===== config.mk =====
export PLATFORM = sky130hd
export DESIGN_NAME = pktCrcCheck
export DESIGN_NICKNAME = d
export VERILOG_FILES = /design/src/rtl/pktCrcPkg.sv /design/src/rtl/pktCrcData.sv /design/src/rtl/pktCrcCtrl.sv /design/src/rtl/pktCrcCheck.sv
export SDC_FILE = /design/constraint.sdc
export NUM_CORES = 1
export LEC_CHECK = 0
export BUFFER_PORTS_ARGS = -buffer_cell sky130_fd_sc_hd__buf_4
export CAP_MARGIN = 15
export CELL_PAD_IN_SITES_DETAIL_PLACEMENT = 1
export CELL_PAD_IN_SITES_GLOBAL_PLACEMENT = 2
export CORE_MARGIN = 3
export CORE_UTILIZATION = 40
export DETAILED_ROUTE_END_ITERATION = 10
export GPL_ROUTABILITY_DRIVEN = 0
export GPL_TIMING_DRIVEN = 1
export PLACE_DENSITY_LB_ADDON = 0.2
export SETUP_SLACK_MARGIN = 0.2
export SLEW_MARGIN = 0
export SYNTH_ARGS = -nofsm -noshare
export SYNTH_HDL_FRONTEND = slang
export SYNTH_SLANG_ARGS = --single-unit

===== constraint.sdc =====
create_clock -name clk -period 2.7 [get_ports clk]
set_input_delay 0.405 -clock clk [delete_from_list [all_inputs] [get_ports clk]]
set_output_delay 0.405 -clock clk [all_outputs]
set_load 0.01 [all_outputs]

===== src/rtl/pktCrcPkg.sv =====
package pktCrcPkg;

  typedef enum logic [1:0] {
    MODE_LAN    = 2'd0,
    MODE_STORE  = 2'd1,
    MODE_FABRIC = 2'd2,
    MODE_USER   = 2'd3
  } delimMode_t;

  // strobes from control to datapath
  typedef struct packed {
    logic clear;   // start of packet: reload CRC, empty buffer
    logic push;    // payload byte accepted
    logic check;   // end of packet reached
  } crcStb_t;

endpackage


===== src/rtl/pktCrcData.sv =====
module pktCrcData
  import pktCrcPkg::*;
#(
  parameter int CRC_W  = 32,
  parameter int BYTE_W = 8,
  parameter logic [CRC_W-1:0] POLY = 32'hEDB88320
) (
  input  logic              clk,
  input  logic              rstN,
  input  crcStb_t           stb,
  input  logic [BYTE_W-1:0] dataByte,
  output logic              holdFull,
  output logic              crcMatch
);

  localparam int HOLD   = CRC_W / BYTE_W;
  localparam int FILL_W = $clog2(HOLD + 1);
  localparam logic [FILL_W-1:0] FILL_MAX = FILL_W'(HOLD);

  logic [CRC_W-1:0]  crcReg;
  logic [FILL_W-1:0] fill;
  logic [BYTE_W-1:0] holdBuf [HOLD];
  logic [CRC_W-1:0]  rxVal;

  function automatic logic [CRC_W-1:0] crcStep(logic [CRC_W-1:0] c, logic [BYTE_W-1:0] d);
    logic [CRC_W-1:0] r;
    r = c;
    for (int b = 0; b < BYTE_W; b++) begin
      if (r[0] ^ d[b]) r = (r >> 1) ^ POLY;
      else             r = r >> 1;
    end
    return r;
  endfunction

  // running CRC and fill count
  always_ff @(posedge clk) begin
    if (!rstN || stb.clear) begin
      crcReg <= '1;
      fill   <= '0;
    end else if (stb.push) begin
      if (fill == FILL_MAX) crcReg <= crcStep(crcReg, holdBuf[HOLD-1]);
      else                  fill   <= fill + 1'b1;
    end
  end

  // shift buffer, index 0 holds the newest byte
  generate
    for (genvar i = 0; i < HOLD; i++) begin : g_hold
      always_ff @(posedge clk) begin
        if (!rstN) holdBuf[i] <= '0;
        else if (stb.push) holdBuf[i] <= (i == 0) ? dataByte : holdBuf[(i == 0) ? 0 : i-1];
      end
      // oldest buffered byte is the least significant byte of the check value
      assign rxVal[BYTE_W*i +: BYTE_W] = holdBuf[HOLD-1-i];
    end
  endgenerate

  assign holdFull = (fill == FILL_MAX);
  assign crcMatch = (rxVal == ~crcReg);

  a_r2_clear_init: assert property (@(posedge clk) disable iff (!rstN)
    stb.clear |=> (crcReg == '1 && fill == '0));
  a_r9_idle_stable: assert property (@(posedge clk) disable iff (!rstN)
    (!stb.clear && !stb.push) |=> ($stable(crcReg) && $stable(fill)));
  a_r6_fill_bound: assert property (@(posedge clk) disable iff (!rstN)
    fill <= FILL_MAX);

endmodule


===== src/rtl/pktCrcCtrl.sv =====
module pktCrcCtrl
  import pktCrcPkg::*;
#(
  parameter int BYTE_W = 8
) (
  input  logic              clk,
  input  logic              rstN,
  input  logic [BYTE_W-1:0] inByte,
  input  logic              inCtrl,
  input  logic              inValid,
  input  logic [1:0]        modeSel,
  input  logic [BYTE_W-1:0] userSop,
  input  logic [BYTE_W-1:0] userEop,
  input  logic              holdFull,
  input  logic              crcMatch,
  output crcStb_t           stb,
  output logic              crcDone,
  output logic              crcError
);

  logic [BYTE_W-1:0] sopCode, eopCode;
  logic isSop, isEop, inPkt;

  always_comb begin
    unique case (delimMode_t'(modeSel))
      MODE_LAN:    begin sopCode = BYTE_W'(8'hFB); eopCode = BYTE_W'(8'hFD); end
      MODE_STORE:  begin sopCode = BYTE_W'(8'h5C); eopCode = BYTE_W'(8'h7C); end
      MODE_FABRIC: begin sopCode = BYTE_W'(8'h3C); eopCode = BYTE_W'(8'hDC); end
      default:     begin sopCode = userSop;        eopCode = userEop;        end
    endcase
  end

  assign isSop = inValid && inCtrl && (inByte == sopCode);
  assign isEop = inValid && inCtrl && (inByte == eopCode) && !isSop;

  always_comb begin
    stb.clear = isSop;
    stb.push  = inValid && !inCtrl && inPkt;
    stb.check = isEop;
  end

  always_ff @(posedge clk) begin
    if (!rstN) begin
      inPkt    <= 1'b0;
      crcDone  <= 1'b0;
      crcError <= 1'b0;
    end else begin
      if (isSop)      inPkt <= 1'b1;
      else if (isEop) inPkt <= 1'b0;
      crcDone  <= stb.check;
      crcError <= stb.check && (!inPkt || !holdFull || !crcMatch);
    end
  end

  a_r4_done_after_eop: assert property (@(posedge clk) disable iff (!rstN)
    isEop |=> crcDone);
  a_r5_orphan_eop: assert property (@(posedge clk) disable iff (!rstN)
    (isEop && !inPkt) |=> crcError);
  a_r3_error_needs_done: assert property (@(posedge clk) disable iff (!rstN)
    crcError |-> crcDone);
  a_r7_sop_opens: assert property (@(posedge clk) disable iff (!rstN)
    isSop |=> inPkt);

endmodule


===== src/rtl/pktCrcCheck.sv =====
module pktCrcCheck
  import pktCrcPkg::*;
#(
  parameter int CRC_W  = 32,
  parameter int BYTE_W = 8
) (
  input  logic              clk,
  input  logic              rstN,
  input  logic [BYTE_W-1:0] inByte,
  input  logic              inCtrl,
  input  logic              inValid,
  input  logic [1:0]        modeSel,
  input  logic [BYTE_W-1:0] userSop,
  input  logic [BYTE_W-1:0] userEop,
  output logic              crcDone,
  output logic              crcError
);

  crcStb_t stb;
  logic holdFull, crcMatch;

  pktCrcCtrl #(.BYTE_W(BYTE_W)) u_ctrl (
    .clk(clk), .rstN(rstN), .inByte(inByte), .inCtrl(inCtrl), .inValid(inValid),
    .modeSel(modeSel), .userSop(userSop), .userEop(userEop),
    .holdFull(holdFull), .crcMatch(crcMatch), .stb(stb),
    .crcDone(crcDone), .crcError(crcError)
  );

  pktCrcData #(.CRC_W(CRC_W), .BYTE_W(BYTE_W)) u_data (
    .clk(clk), .rstN(rstN), .stb(stb), .dataByte(inByte),
    .holdFull(holdFull), .crcMatch(crcMatch)
  );

endmodule


### After elaboration in Yosys (flattened, before gate mapping)

Memories as Yosys holds them, arrays and structs flattened.
Cells that the tools add are included.

* flip-flop bits (word level): 38
* word-level logic and storage cells: 96
* memory bits (writable): 32
* memories: 1
* output and inout bits: 2

Memory list
* u_data.holdBuf: words 4, bits a word 8, read ports 4, clocked after Yosys merged registers in 0, wr ports 4, line pktCrcData.sv:22 `logic [BYTE_W-1:0] holdBuf [HOLD];`

* reductions and logical operators: 20
* multiplexer cells: 41
* equality and inequality tests: 6
* bitwise logic cells: 22
* add/subtract/negate cells: 1

Operators with widths (number)
* 32-bit 2-to-1 mux: 29
* 13-bit inverter with 14-bit output: 8
* 8-bit one-hot mux with 3 select lines: 2
* 32-bit equality test: 1
* 8-bit 2-to-1 mux: 4
* 32-bit inverter: 1
* 8-bit equality test: 2
* 1-bit XOR: 8
* 1-bit logical AND: 7
* 1-bit logical NOT: 6
* 1-bit 2-to-1 mux: 6
* 1-bit bitwise OR: 4
* 2-bit AND reduction: 2
* 3-bit by 1-bit adder with 3-bit output, second input constant: 1
* 3-bit equality test, second input constant: 1
* 1-bit logical OR: 3
* 2-bit by 1-bit equality test with 1-bit output, second input constant: 1
* 2-bit equality test, second input constant: 1
* 2-bit logical NOT: 1
* 2-bit nonzero test: 1
* 1-bit inverter: 1

### Depth between registers and ports, before layout

* depth in word-level cells: 38
* mapped depth: 9
* mapped depth without buffers: 7

### Hierarchy

Synthesis repeated with hierarchy kept, for this count alone.

* cells, all modules: 396
* area, all modules: 4204.0 µm²

By module, submodules not included
* pktCrcData: cells an instance 310, instances 1, sequential area each 1661.6 µm², area an instance 3542.1 µm²
* pktCrcCtrl: cells an instance 86, instances 1, sequential area each 60.1 µm², area an instance 661.9 µm²

### Worst setup path before layout

Ideal clock, no wire load.

* kind: input-to-reg
* start: in modeSel[0]
* end: reg u_ctrl.inPkt
* stages on the path: 8
* setup slack: 0.605 ns
* data arrival time: 1.969 ns
* required time: 2.574 ns
* library setup time: 0.126 ns
* cell sequence: ha_1 -> buf_2 -> buf_2 -> or3b_2 -> a222oi_1 -> a21oi_1 -> o41ai_1 -> a21oi_1

* cells in the longest elaborated chain, start to end: 7

RTL lines
* start: declaration: line pktCrcCheck.sv:12 `input logic [1:0] modeSel,`
* 2-bit equality test (tied with other cells): line pktCrcCtrl.sv:25 `unique case (delimMode_t'(modeSel))`
* 8-bit one-hot mux with 3 select lines: line pktCrcCtrl.sv:25
* 8-bit equality test: line pktCrcCtrl.sv:33 `assign isSop = inValid && inCtrl && (inByte == sopCode);`
* 1-bit logical AND: line pktCrcCtrl.sv:33
* 1-bit logical NOT: line pktCrcCtrl.sv:34 `assign isEop = inValid && inCtrl && (inByte == eopCode) && !isSop;`
* 1-bit logical AND: line pktCrcCtrl.sv:34
* 2-bit nonzero test (no line)
* end signal: assignment: line pktCrcCtrl.sv:44 `inPkt <= 1'b0;`
* end signal: assignment: line pktCrcCtrl.sv:48 `if (isSop) inPkt <= 1'b1;`
* end signal: assignment: line pktCrcCtrl.sv:49 `else if (isEop) inPkt <= 1'b0;`
* end: declaration: line pktCrcCtrl.sv:22 `logic isSop, isEop, inPkt;`

Several ways; a longest one is shown, not always the timed one.
A chain may end at the register's enable or synchronous reset.

==> flow_metrics.tcl <==
set metrics [dict create \
    post_route_cells_drive_above_1_share_pct 17.02 \
    initial_utilization_pct 41.63 \
    first_global_vias 3123 \
    critPathSlowestCell "xnor3_2" \
    synth_seq_area_share_pct 41.93 \
    critical-path-top-cell-by-count "xnor3_2" \
    slew_violations 0 \
    max_h_tree_level 3 \
    vias 2997 \
    fin_tns_setup_ns 0 \
    cts_setup_buffers 0 \
    max-cap-violations 0 \
    synth_fp_nets 430 \
    end_kind "register" \
    ctsHoldBuffers 0 \
    antenna-diode-count 0 \
    post-place-ws_ns 0.2538 \
    run_status "complete, no violations" \
    stdcell_area_mm2 0.004715 \
    synth_flop_cell "dfxtp_1" \
    edff_count_synth 32 \
    antenna_violation_net_count_after_detailed_routing 0 \
    postLayoutSetupSlackWorst_ns 0.4026 \
    synth.top_cell.area_share_pct 23.40 \
    data_arrival_at_the_endpoint_of_the_critical_path_ns 2.51 \
    slew-limit-headroom_pct 38.96 \
    type_of_the_setup_path_with_the_least_slack "register to register" \
    critPathMaxFanout 5 \
    synth.area.top_cells "edfxtp_1 23%, dfxtp_1 19%, xnor2_1 12%" \
    ctsResizeCount 0 \
    clk_latency_ns 0.35 \
    max_clock_freq_mhz 435.3 \
    cts_inserted_buffers 9 \
    irDropWorstVdd_uv 259.6 \
    design.die.area_mm2 0.01152 \
    synth_cell_type_count 47 \
    fin_crit_ns 2.297 \
    power.density_mw_per_mm2 488.1 \
    first_pass_grt_wire_length_um 17120 \
    clk_transition_reported_paths_ns 0.08 \
    hold_viol_final 0 \
    timing.critical_path.required_ns 2.91 \
    placed_cell_area_mm2 0.004524 \
    io_buffer_count 31 \
    ys_ff_latch 70 \
    cts_tree "built" \
    pin_count_of_the_biggest_net_entering_global_routing 38 \
    detail_route.iter0.violations 116 \
    dpl.hpwl_um 7415 \
    avgRoutedWirePerCell_um 18.51 \
    coreArea_mm2 0.009864 \
    globalRouteOverflowTotal 0 \
    die_h_um 107.3 \
    start_kind "register" \
    wirelength_um 10400 \
    cts_sinks 70 \
    fraction_of_the_cycle_the_final_worst_path_needs_pct 85.09 \
    ordered_cell_list_for_the_critical_path "xnor2_4 > inv_4 > xnor3_2 > xnor3_2 > xnor2_1 > o211ai_1" \
    ys_async_sr_fraction_pct 0 \
    setup_violations 0 \
    placementRows 36 \
    worst_hold_path_type "input pin to register" \
    syn2layout_area_growth_pct 14.81 \
    yosys_warnings 0 \
    cell_area_after_synthesis_mm2 0.004106 \
    highest_cell_delay_on_the_worst_timing_path_ns 0.49 \
    dieWidth_um 107.3 \
    global_route_usage_sum_pct 19.46 \
    synth_top_area_cell "edfxtp_1" \
    p_leak_nw 2.003 \
    drt-vias-per-instance 5.333 \
    post-synth-top-count-cell "xnor2_1" \
    cts_buffer_depth 2 \
    total_nets_final 463 \
    antenna_found_initial 0 \
    route.detailed.drc 0 \
    timing.clock.skew_ns 0.01121 \
    worst-slew-pin-transition_ns 0.9091 \
    synth_cells 391 \
    ctsRootBufferMaster "clkbuf_8" \
    synth.cells.most_frequent "58 x xnor2_1, 39 x nand2_1, 38 x dfxtp_1" \
    unrepaired_setup_endpoints_after_global_routing "false" \
    syn_avg_cell_area_um2 10.50 \
    io_pins 32 \
    detailedRoute.firstPassIterationCount 5 \
]
## logic make-up (layout without fill, tap and decap cells)
logic type / after synthesis / count (layout) / synth area share, %
buf+inv: 37 / 75 / 3.504
xor+xnor: 100 / 100 / 25.62
compound gates: 51 / 51 / 9.202
flops: 70 / 70 / 41.93
mux: 8 / 8 / 1.950
fa+ha+maj: 9 / 9 / 2.742
simple gates: 116 / 116 / 15.05
## where the power goes
part	total (mW)	internal, mW	switching [mW]
Combinational	0.335	0.157	0.178
Clock	0.831	0.424	0.408
Sequential	1.13	1.12	0.0127
## state kept, by name (all words and copies together) (netlist names)
name / cells
u_ctrl.crcDone: 1
u_ctrl.crcError: 1
u_ctrl.inPkt: 1
u_data.crcReg: 32
u_data.fill: 3
u_data.holdBuf: 32
## cell type report
cell class | count | area, um^2
Clock buffer | 10 | 127.6
Clock inverter | 6 | 62.56
Fill cell | 1098 | 5150
Inverter | 18 | 70.07
Multi-Input combinational cell | 284 | 2246
Sequential cell | 70 | 1722
Tap cell | 133 | 166.4
Timing Repair Buffer | 41 | 320.3
## cell usage in the layout (no fill, tap or decap), drive strengths merged, types with 2 or more instances in the layout
| master | Yosys | layout |
|---|---|---|
| nand2b | 3 | 3 |
| nor3 | 9 | 9 |
| nor4 | 5 | 5 |
| xnor2 | 65 | 65 |
| nand4 | 9 | 9 |
| xor2 | 29 | 29 |
| or3 | 3 | 3 |
| clkbuf | 17 | 10 |
| nor2 | 3 | 3 |
| clkinv | 0 | 3 |
| and2 | 3 | 3 |
| ha | 9 | 9 |
| o21ai | 5 | 5 |
| nor2b | 3 | 3 |
| dfxtp | 38 | 38 |
| o211ai | 27 | 27 |
| clkinvlp | 0 | 2 |
| inv | 18 | 18 |
| or3b | 2 | 2 |
| a31o | 2 | 2 |
| nand2 | 39 | 39 |
| a21oi | 6 | 6 |
| mux2i | 8 | 8 |
| a221oi | 2 | 2 |
| xnor3 | 6 | 6 |
| edfxtp | 32 | 32 |
| nand3b | 2 | 2 |
| and3 | 28 | 28 |
| nand3 | 4 | 4 |
| buf | 2 | 41 |
## through the flow
step | hold slack [ns] | utilization (%) | cells | power [mW]
after floorplan | 0.4603 | - | 391 | 1.379
after global placement | 0.4691 | 45.87 | 546 | 1.491
after detailed placement | 0.4924 | 45.87 | 546 | 1.496
after CTS | 0.4005 | 47.79 | 562 | 2.329
after global routing | 0.4194 | 47.79 | 562 | 2.406
final | 0.4130 | 47.79 | 562 | 2.301
## final timing paths
kind	from	cells past startpoint	slack, ns	to
worst max register to register	u_data.holdBuf[3][1]	6	0.40	u_data.crcReg[20]
worst min register to register	u_data.fill[1]	2	0.50	u_data.fill[1]
worst max-delay path	u_data.holdBuf[3][1]	6	0.40	u_data.crcReg[20]
worst min-delay path	inByte[2]	2	0.41	u_data.holdBuf[0][2]
## worst max-delay path, delay by kind of cell (launching register included)
kind	cells	cell delay, ns
AO/OA/AOI/OAI	1	0.10
XOR/XNOR	4	1.50
buffers and inverters	1	0.10
flip-flops	1	0.46
## layer usage
| metal | GRT usage, % | wire, um | up-vias |
|---|---|---|---|
| li1 | - | - | 1444 |
| met2 | 33.74 | 5208 | 47 |
| met3 | 3.959 | 252 | 10 |
| met1 | 24.81 | 4795 | 1496 |
| met5 | 0 | 0 | - |
| met4 | 4.749 | 143 | 0 |
No activity file was read; power rests on OpenSTA's default activity.
